===== src/rtl/pmt_pkg.sv =====
package pmt_pkg;
  localparam int DATA_W  = 8;
  localparam int PRE_W   = 4;
  localparam int POST_W  = 4;
  localparam int PHASES  = 4;

  localparam logic [1:0] ADDR_COUNT  = 2'd0;
  localparam logic [1:0] ADDR_PERIOD = 2'd1;
  localparam logic [1:0] ADDR_CTRL   = 2'd2;
  localparam logic [1:0] ADDR_FLAG   = 2'd3;

  typedef struct packed {
    logic              en;
    logic [POST_W-1:0] post_m1;
    logic [1:0]        presc_sel;
  } ctrl_t;

  // terminal value of the prescaler counter for each select code
  function automatic logic [PRE_W-1:0] presc_limit(input logic [1:0] sel);
    case (sel)
      2'b00:   return PRE_W'(0);
      2'b01:   return PRE_W'(3);
      default: return PRE_W'(15);
    endcase
  endfunction

  // count value after a step
  function automatic logic [DATA_W-1:0] next_count(input logic [DATA_W-1:0] cur,
                                                   input logic [DATA_W-1:0] period);
    return (cur == period) ? '0 : cur + 1'b1;
  endfunction
endpackage


===== src/rtl/pmt_prescaler.sv =====
module pmt_prescaler #(
  parameter int PHASES = 4,
  parameter int PRE_W  = 4
) (
  input  logic             clk,
  input  logic             rst_n,
  input  logic             run,
  input  logic             clr,
  input  logic [PRE_W-1:0] limit,
  output logic             cyc_tick,
  output logic             pre_tick,
  output logic [PRE_W-1:0] presc_cnt
);
  generate
    if (PHASES > 1) begin : g_div
      localparam int PH_W = $clog2(PHASES);
      localparam logic [PH_W-1:0] PH_LAST = PH_W'(PHASES - 1);
      logic [PH_W-1:0] phase;
      always_ff @(posedge clk or negedge rst_n) begin
        if (!rst_n)                phase <= '0;
        else if (phase == PH_LAST) phase <= '0;
        else                       phase <= phase + 1'b1;
      end
      assign cyc_tick = (phase == PH_LAST);
    end else begin : g_nodiv
      assign cyc_tick = 1'b1;
    end
  endgenerate

  assign pre_tick = cyc_tick && run && !clr && (presc_cnt == limit);

  always_ff @(posedge clk or negedge rst_n) begin
    if (!rst_n)               presc_cnt <= '0;
    else if (clr)             presc_cnt <= '0;
    else if (cyc_tick && run) presc_cnt <= (presc_cnt == limit) ? '0 : presc_cnt + 1'b1;
  end
endmodule


===== src/rtl/pmt_counter.sv =====
module pmt_counter
  import pmt_pkg::*;
(
  input  logic              clk,
  input  logic              rst_n,
  input  logic              step,
  input  logic              load,
  input  logic [DATA_W-1:0] load_val,
  input  logic [DATA_W-1:0] period,
  output logic [DATA_W-1:0] count,
  output logic              hit
);
  assign hit = step && (count == period);

  always_ff @(posedge clk or negedge rst_n) begin
    if (!rst_n)    count <= '0;
    else if (load) count <= load_val;
    else if (step) count <= next_count(count, period);
  end
endmodule


===== src/rtl/pmt_postscaler.sv =====
module pmt_postscaler #(
  parameter int POST_W = 4
) (
  input  logic              clk,
  input  logic              rst_n,
  input  logic              clr,
  input  logic              evt,
  input  logic [POST_W-1:0] last,
  output logic [POST_W-1:0] post_cnt,
  output logic              term
);
  assign term = evt && (post_cnt == last);

  always_ff @(posedge clk or negedge rst_n) begin
    if (!rst_n)    post_cnt <= '0;
    else if (clr)  post_cnt <= '0;
    else if (term) post_cnt <= '0;
    else if (evt)  post_cnt <= post_cnt + 1'b1;
  end
endmodule


===== src/rtl/pmt_timer.sv =====
module pmt_timer
  import pmt_pkg::*;
(
  input  logic              clk,
  input  logic              rst_n,
  input  logic              bus_we,
  input  logic [1:0]        bus_addr,
  input  logic [DATA_W-1:0] bus_wdata,
  output logic [DATA_W-1:0] bus_rdata,
  output logic              match_pulse,
  output logic              irq
);
  ctrl_t             ctrl_q;
  logic [DATA_W-1:0] period_q;
  logic [DATA_W-1:0] count;
  logic              flag_q;
  logic              match_q;

  logic cnt_wr, per_wr, ctrl_wr, flag_wr, scaler_clr;
  logic cyc_tick, pre_tick, match_evt, post_term;
  logic [PRE_W-1:0]  presc_cnt;
  logic [POST_W-1:0] post_cnt;

  assign cnt_wr     = bus_we && (bus_addr == ADDR_COUNT);
  assign per_wr     = bus_we && (bus_addr == ADDR_PERIOD);
  assign ctrl_wr    = bus_we && (bus_addr == ADDR_CTRL);
  assign flag_wr    = bus_we && (bus_addr == ADDR_FLAG);
  assign scaler_clr = cnt_wr || ctrl_wr;

  pmt_prescaler #(.PHASES(PHASES), .PRE_W(PRE_W)) u_pre (
    .clk       (clk),
    .rst_n     (rst_n),
    .run       (ctrl_q.en),
    .clr       (scaler_clr),
    .limit     (presc_limit(ctrl_q.presc_sel)),
    .cyc_tick  (cyc_tick),
    .pre_tick  (pre_tick),
    .presc_cnt (presc_cnt)
  );

  pmt_counter u_cnt (
    .clk      (clk),
    .rst_n    (rst_n),
    .step     (pre_tick),
    .load     (cnt_wr),
    .load_val (bus_wdata),
    .period   (period_q),
    .count    (count),
    .hit      (match_evt)
  );

  pmt_postscaler #(.POST_W(POST_W)) u_post (
    .clk      (clk),
    .rst_n    (rst_n),
    .clr      (scaler_clr),
    .evt      (match_evt),
    .last     (ctrl_q.post_m1),
    .post_cnt (post_cnt),
    .term     (post_term)
  );

  always_ff @(posedge clk or negedge rst_n) begin
    if (!rst_n) begin
      ctrl_q   <= '0;
      period_q <= '1;
    end else begin
      if (ctrl_wr) ctrl_q   <= ctrl_t'(bus_wdata[$bits(ctrl_t)-1:0]);
      if (per_wr)  period_q <= bus_wdata;
    end
  end

  always_ff @(posedge clk or negedge rst_n) begin
    if (!rst_n) begin
      flag_q  <= 1'b0;
      match_q <= 1'b0;
    end else begin
      match_q <= match_evt;
      if (post_term)    flag_q <= 1'b1;
      else if (flag_wr) flag_q <= 1'b0;
    end
  end

  always_comb begin
    case (bus_addr)
      ADDR_COUNT:  bus_rdata = count;
      ADDR_PERIOD: bus_rdata = period_q;
      ADDR_CTRL:   bus_rdata = DATA_W'(ctrl_q);
      default:     bus_rdata = {{(DATA_W-1){1'b0}}, flag_q};
    endcase
  end

  assign match_pulse = match_q;
  assign irq         = flag_q;
endmodule


===== config.mk =====
export PLATFORM = sky130hd
export DESIGN_NAME = pmt_timer
export DESIGN_NICKNAME = d
export VERILOG_FILES = /design/src/rtl/pmt_pkg.sv /design/src/rtl/pmt_prescaler.sv /design/src/rtl/pmt_counter.sv /design/src/rtl/pmt_postscaler.sv /design/src/rtl/pmt_timer.sv
export SDC_FILE = /design/constraint.sdc
export NUM_CORES = 1
export LEC_CHECK = 0
export BUFFER_PORTS_ARGS = -buffer_cell sky130_fd_sc_hd__buf_2
export CORE_MARGIN = 8
export CORE_UTILIZATION = 49
export CTS_CLUSTER_SIZE = 24
export DETAILED_ROUTE_END_ITERATION = 8
export PLACE_DENSITY = 0.78
export SYNTH_ARGS = -nofsm -noshare
export SYNTH_HDL_FRONTEND = slang
export SYNTH_SLANG_ARGS = --single-unit

===== constraint.sdc =====
create_clock -name clk -period 2.1 [get_ports clk]
set_clock_uncertainty 0.1 [all_clocks]
set_input_delay 0.105 -clock clk [delete_from_list [all_inputs] [get_ports clk]]
set_output_delay 0.105 -clock clk [all_outputs]
set_load 0.01 [all_outputs]

Word-level counts from Yosys, hierarchy flattened
Cells that the tools add are included.
{"block": "totals", "n_memories": 0, "latch_bits": 0, "ff_bits": 35, "inputBits": 13, "out_inout_bits": 10, "word_cells": 53, "mem_bits_ro": 0, "mem_bits_rw": 0}
{"block": "classes", "mux": 14, "n_div": 0, "n_reduce_logical": 17, "magnitude_cmp": 0, "n_bitwise": 0, "shifts": 0, "n_addsub": 4, "multipliers": 0, "n_eq_ne": 8}
{"cell": "$mux 4", "count": 6}
{"cell": "$mux 8", "count": 3}
{"cell": "$pmux 8 s3", "count": 1}
{"cell": "$logic_and 1x1->1", "count": 9}
{"cell": "$add 4x1->4 const B", "count": 2}
{"cell": "$add 8x1->8 const B", "count": 1}
{"cell": "$eq 4x4->1", "count": 2}
{"cell": "$eq 8x8->1", "count": 1}
{"cell": "$pmux 4 s2", "count": 1}
{"cell": "$eq 2x2->1 const B", "count": 3}
{"cell": "$reduce_bool 2->1", "count": 3}
{"cell": "$eq 2x1->1 const B", "count": 2}
{"cell": "$logic_not 2->1", "count": 2}
{"cell": "$reduce_bool 3->1", "count": 1}
{"cell": "$add 2x1->2 const B", "count": 1}
{"cell": "$mux 1", "count": 2}
{"cell": "$mux 2", "count": 1}
{"cell": "$logic_not 1->1", "count": 1}
{"cell": "$logic_or 1x1->1", "count": 1}

Depth between registers and ports, before layout
{"block": "logic_depth", "word_depth": 10, "mapped_depth": 7, "mapped_depth_nobuf": 6}

Modules after synthesis
Synthesis repeated with hierarchy kept, for this count alone.
{"block": "hier_totals", "cells_unflattened": 200, "area_unflattened_um2": 2137.0}
{"mod": "pmt_timer", "cells_each": 58, "area_per_inst_um2": 855.8, "seq_area_each_um2": 435.4, "n_inst": 1}
{"mod": "pmt_counter", "cells_each": 76, "area_per_inst_um2": 683.2, "seq_area_each_um2": 200.2, "n_inst": 1}
{"mod": "pmt_prescaler", "cells_each": 34, "area_per_inst_um2": 322.8, "seq_area_each_um2": 150.1, "n_inst": 1}
{"mod": "pmt_postscaler", "cells_each": 32, "area_per_inst_um2": 275.3, "seq_area_each_um2": 100.1, "n_inst": 1}

Least setup slack after synthesis
Ideal clock, no wire load.
{"block": "synth_path", "path_type": "reg2reg", "from": "reg period_q[7]", "to": "reg u_post.post_cnt[1]", "stages_incl_launch_ff": 6, "path_buffers": 0, "synth_period_minus_slack_ps": 1925, "arrival_time_ps": 1747, "setup_ps": 78, "t_required_ps": 1922, "path_slack_ps": 175, "cell_sequence": "dfstp_2 -> xor2_1 -> nor4_4 -> nand2_2 -> or4b_1 -> a21oi_1"}
{"block": "synth_between", "elab_chain_len": 5, "word_cells_on_any_way": 6, "cone_classes": "1 x eq/ne; 2 x mux; 3 x reduce/logical"}
{"item": "start, declared", "line_no": "pmt_timer.sv:14", "text": "logic [DATA_W-1:0] period_q;"}
{"item": "start signal, assigned", "line_no": "pmt_timer.sv:68", "text": "if (per_wr) period_q <= bus_wdata;"}
{"item": "$eq 8x8->1 (*)", "line_no": "pmt_counter.sv:13", "text": "assign hit = step && (count == period);"}
{"item": "$logic_and 1x1->1 (*)", "line_no": "pmt_counter.sv:13"}
{"item": "$logic_and 1x1->1", "line_no": "pmt_postscaler.sv:12", "text": "assign term = evt && (post_cnt == last);"}
{"item": "$mux 4", "line_no": "pmt_postscaler.sv:17", "text": "else if (term) post_cnt <= '0;"}
{"item": "$mux 4", "line_no": "pmt_postscaler.sv:16", "text": "else if (clr) post_cnt <= '0;"}
{"item": "end signal, assigned", "line_no": "pmt_postscaler.sv:18", "text": "else if (evt) post_cnt <= post_cnt + 1'b1;"}
{"item": "end, declared", "line_no": "pmt_postscaler.sv:9", "text": "output logic [POST_W-1:0] post_cnt,"}
Mark *: on every way between the ends. The rest lies on a longest branch, timed or not.
A chain may end at the register's enable or synchronous reset.

Final worst setup path
{"block": "layout_path", "from": "reg period_q[4]", "to": "reg u_post.post_cnt[0]"}
Same word-level chain as after synthesis.

==> metrics list <==
* Status: finished clean
- Clock transition time at the flip-flop clock pins of the worst setup and hold paths: ~70 ps
- The final critical path takes up a little over nine tenths of the cycle.
* CTS tree: yes
- The later pin in the worst-skew pair is clocked with a latency of about 280 ps.
- In this run, distinct cell masters in the synthesized netlist total 41.
- Detailed-route vias per instance: 5.58
- Number of standard cells in the layout, taps in and fillers out: between 200 and 300
- Global routing used between 20% and 30% of the available met2 tracks.
- Largest voltage drop on the vdd net: between 500 and 600 uV
- The first global-routing pass estimated roughly 8000 um of wire.
* Setup Slack @ Placement: roughly 100 ps
- In the final layout, the share of cells above drive strength 1 is between 20 and 30%.
- Number of buffers added on ports: 22
* Number of max-cap violations: 0
- Hold Violations, Final: 0
- GRT Residual Overflow: 0
- CP startpoint kind: flip-flop
- Post-DRT Antenna Nets: 0
* Overall routed net length: ~4600 um
- 23 I/O pins were placed.
* Die Area: between 6000 and 7000 um2
- Capturing element type of the critical path: flip-flop
- CTS buffer count: 5
- A synthesized cell averages approximately 10 um2.
* Clock root buffer: clkbuf_8
- TritonCTS sink count: 35
* Net count after synthesis: between 200 and 250
- For this design, the slowest cell found on the critical path is dfstp_2.
- Most used routing layer in global routing: met2
* Die span in x: 79.7 um
* Worst reg2reg startpoint: period_q[4]$_DFFE_PN1P_
- The H-tree was split into 2 levels.
- Number of DRC markers after the initial detailed-route iteration: just under 90
* Post-layout minimum cycle time: 1990 ps
- At the worst endpoint, the arrival time is roughly 2100 ps.
* Most used DFF post-synth: dfrtp_1
- Summed negative setup slack over all endpoints: 0 ps
* Number of antenna violations at the first check in global routing: 0
- Cells along the critical path: xor2_1, nor4_4, nand2_2, or4_1, a21oi_1
* Most frequent cells in the layout: 27 x dfrtp_1, 22 x buf_2, 21 x nand2_1, 15 x o21ai_0, 15 x mux2_2
* Cells after Synth: roughly 190
- Hold Path Cell Cnt: 3
* Yosys warns: 0
- Floorplan core area: approximately 4000 um2
- Setup CP Type: flip-flop to flip-flop
- Largest net degree at the start of global routing: 36
- In this run the worst path has a maximum fanout of 8.
* Synth-to-layout area growth: 20.8%
* Length of the first detailed-routing pass in iterations: 4
- Row generation in the floorplan step produced 23 rows.
* Met1 global-route usage: a little over a fifth
- Setup repair after global routing left no endpoint under its margin.
- After synthesis the netlist holds a flip-flop and latch count of 35.
- In the global route stage, overall resource usage came out at 15.9%.
- Count of filler cells inserted in the layout: roughly 340
- In this design, the stage delay of the slowest critical-path cell is 550 ps.
- The final layout contains 254 nets.
* Most common library cell in the layout ignoring fill and taps: dfrtp_1
- Worst setup path startpoint: period_q[4]$_DFFE_PN1P_
- Timing endpoint of the critical path: u_post.post_cnt[0]$_DFFE_PN0P_
- Cell Count Post-Placement: 270
- Die height: approximately 80 um
- Synthesized area: about 2000 um2
* Worst hold slack: around 94 ps
* Leakage: 0.00106 uW
* Finished layout cell area: 2400 um2
- Maximum clock rate: around 0.50 GHz
- Setup WS post-layout: 105 ps
* Starting utilization of the core area: 50.5%
* FF-to-FF path depth: 5
- Summing all placed instances gives a cell area of approximately 2200 um2.
* Endpoint of the most critical register-to-register path: u_post.post_cnt[0]$_DFFE_PN0P_
* Routed wire per std cell: 16.0 um
- For this run, global-route usage on met3 was measured as under 10%.
- The worst hold path belongs to the class input port to flip-flop.
* Via count of the first global-routing pass: ~1.6k
- After detailed routing, the number of remaining DRC violations is 0.
* Worst slew slack as a fraction of its limit: a little under half
- Max-slew violation count: 0
- Power density relative to cell area: approximately 760 nW/um2
- Total number of vias: between 1.5k and 2k
- The synthesized design contains 0 enable-type register cells.
* Async SR Flop Fraction: 100%
* Worst R2R Setup Slack: approximately 110 ps
- The congestion estimate from routability-driven global placement came to between 0.8 and 0.9.
* Maximum count of clock buffers along a single path: 2
- For the pin with the worst max-slew slack, the measured transition is slightly below 800 ps.
- Fraction of the yosys area taken by sequential cells: 44.5%
* Req. time, crit path: 2210 ps
- After legalization and detailed placement, the total HPWL measured 3390 um.
* Endpoints failing setup: 0
- The repair_antennas step left the layout with diodes totalling 0.
[routing by layer]
metal,vias up,part of all wire [%]
li1,798,-
met1,776,50
met2,29,45
met3,5,4.0
met4,0,1.2
met5,-,0
[power by group]
group | leakage (uW) | switching, uW | internal, uW
Combinational | 0.000588 | 241 | 230
Sequential | 0.000429 | 98.2 | 788
Clock | 0.0000422 | 238 | 233
[Yosys cell counts, types with 2 or more instances]
cell type	count	share of area [%]
ha_1	4	2.5
clkbuf_1	5	0.94
nand3b_1	3	1.1
a21oi_1	9	2.3
buf_2	2	0.50
mux2_2	15	8.5
xor2_1	12	5.3
nor3_1	2	0.50
a21boi_0	2	0.75
o311ai_0	3	1.3
nand3_1	13	3.3
o21ai_0	15	3.8
mux2i_1	7	3.5
dfrtp_1	27	34
o211ai_1	6	2.3
dfstp_2	8	11
nor2_1	8	1.5
nand2b_1	3	0.94
and3_1	5	1.6
nor2b_1	2	0.63
nand2_1	21	4.0
nor4_4	2	2.1
[worst min-delay path by stage]
stage	from	to	slack, ps
floorplan	rst_n	ctrl_q[0]$_DFFE_PN0P_	-290
global placement	rst_n	ctrl_q[4]$_DFFE_PN0P_	130
detailed placement	rst_n	ctrl_q[4]$_DFFE_PN0P_	130
CTS	bus_we	irq$_DFFE_PN0P_	80
global route	bus_we	irq$_DFFE_PN0P_	100
finish	bus_we	irq$_DFFE_PN0P_	90
[what timing repair did]
| action | in CTS | in global routing |
|---|---|---|
| hold buffers | 9 | 0 |
| resized for setup | 0 | 1 |
| setup buffers | 0 | 1 |
| endpoints found under the hold margin | 47 | 0 |
| setup endpoints to repair | 0 | 3 |
[flip-flops by register name (all words and copies together), names as in the netlist]
signal / flops
period_q: 8
u_cnt.count: 8
ctrl_q: 7
u_post.post_cnt: 4
u_pre.presc_cnt: 4
u_pre.g_div.phase: 2
irq: 1
match_pulse: 1
[stage by stage]
stage / utilization [%] / total power, uW
2_1_floorplan: - / 1180
3_3_place_gp: 56.4 / 1340
3_5_place_dp: 56.4 / 1360
4_1_cts: 60.7 / 1840
5_1_grt: 61.0 / 1940
6_report: 61.0 / 1830
[final cells by class]
type	instances	area [um2]	share of cell area [%]
timing repair buffer	44	298	12.4
tap	50	62.6	2.60
clock buffer	7	76.3	3.18
clock inverter	1	5.00	0.208
sequential	35	886	36.9
multi-input combinational	151	1080	44.8
[critical path, delay by kind of cell, from the launching register on]
kind / cells / cell delay [ps]
AND/OR/NAND/NOR: 3 / 1020
flip-flops: 1 / 550
AO/OA/AOI/OAI: 1 / 160
XOR/XNOR: 1 / 100
[cells by family (layout without fill, tap and decap cells)]
group,Yosys count,count (layout),synth area share (%)
AND/OR/NAND/NOR,67,67,18.6
flip-flops,35,35,44.5
XOR/XNOR,13,13,5.72
multiplexers,23,23,13.1
AO/OA/AOI/OAI,44,44,14.1
adder cells (fa/ha/maj),4,4,2.52
buffers and inverters,7,52,1.45
(Power assumes the default switching activity.)
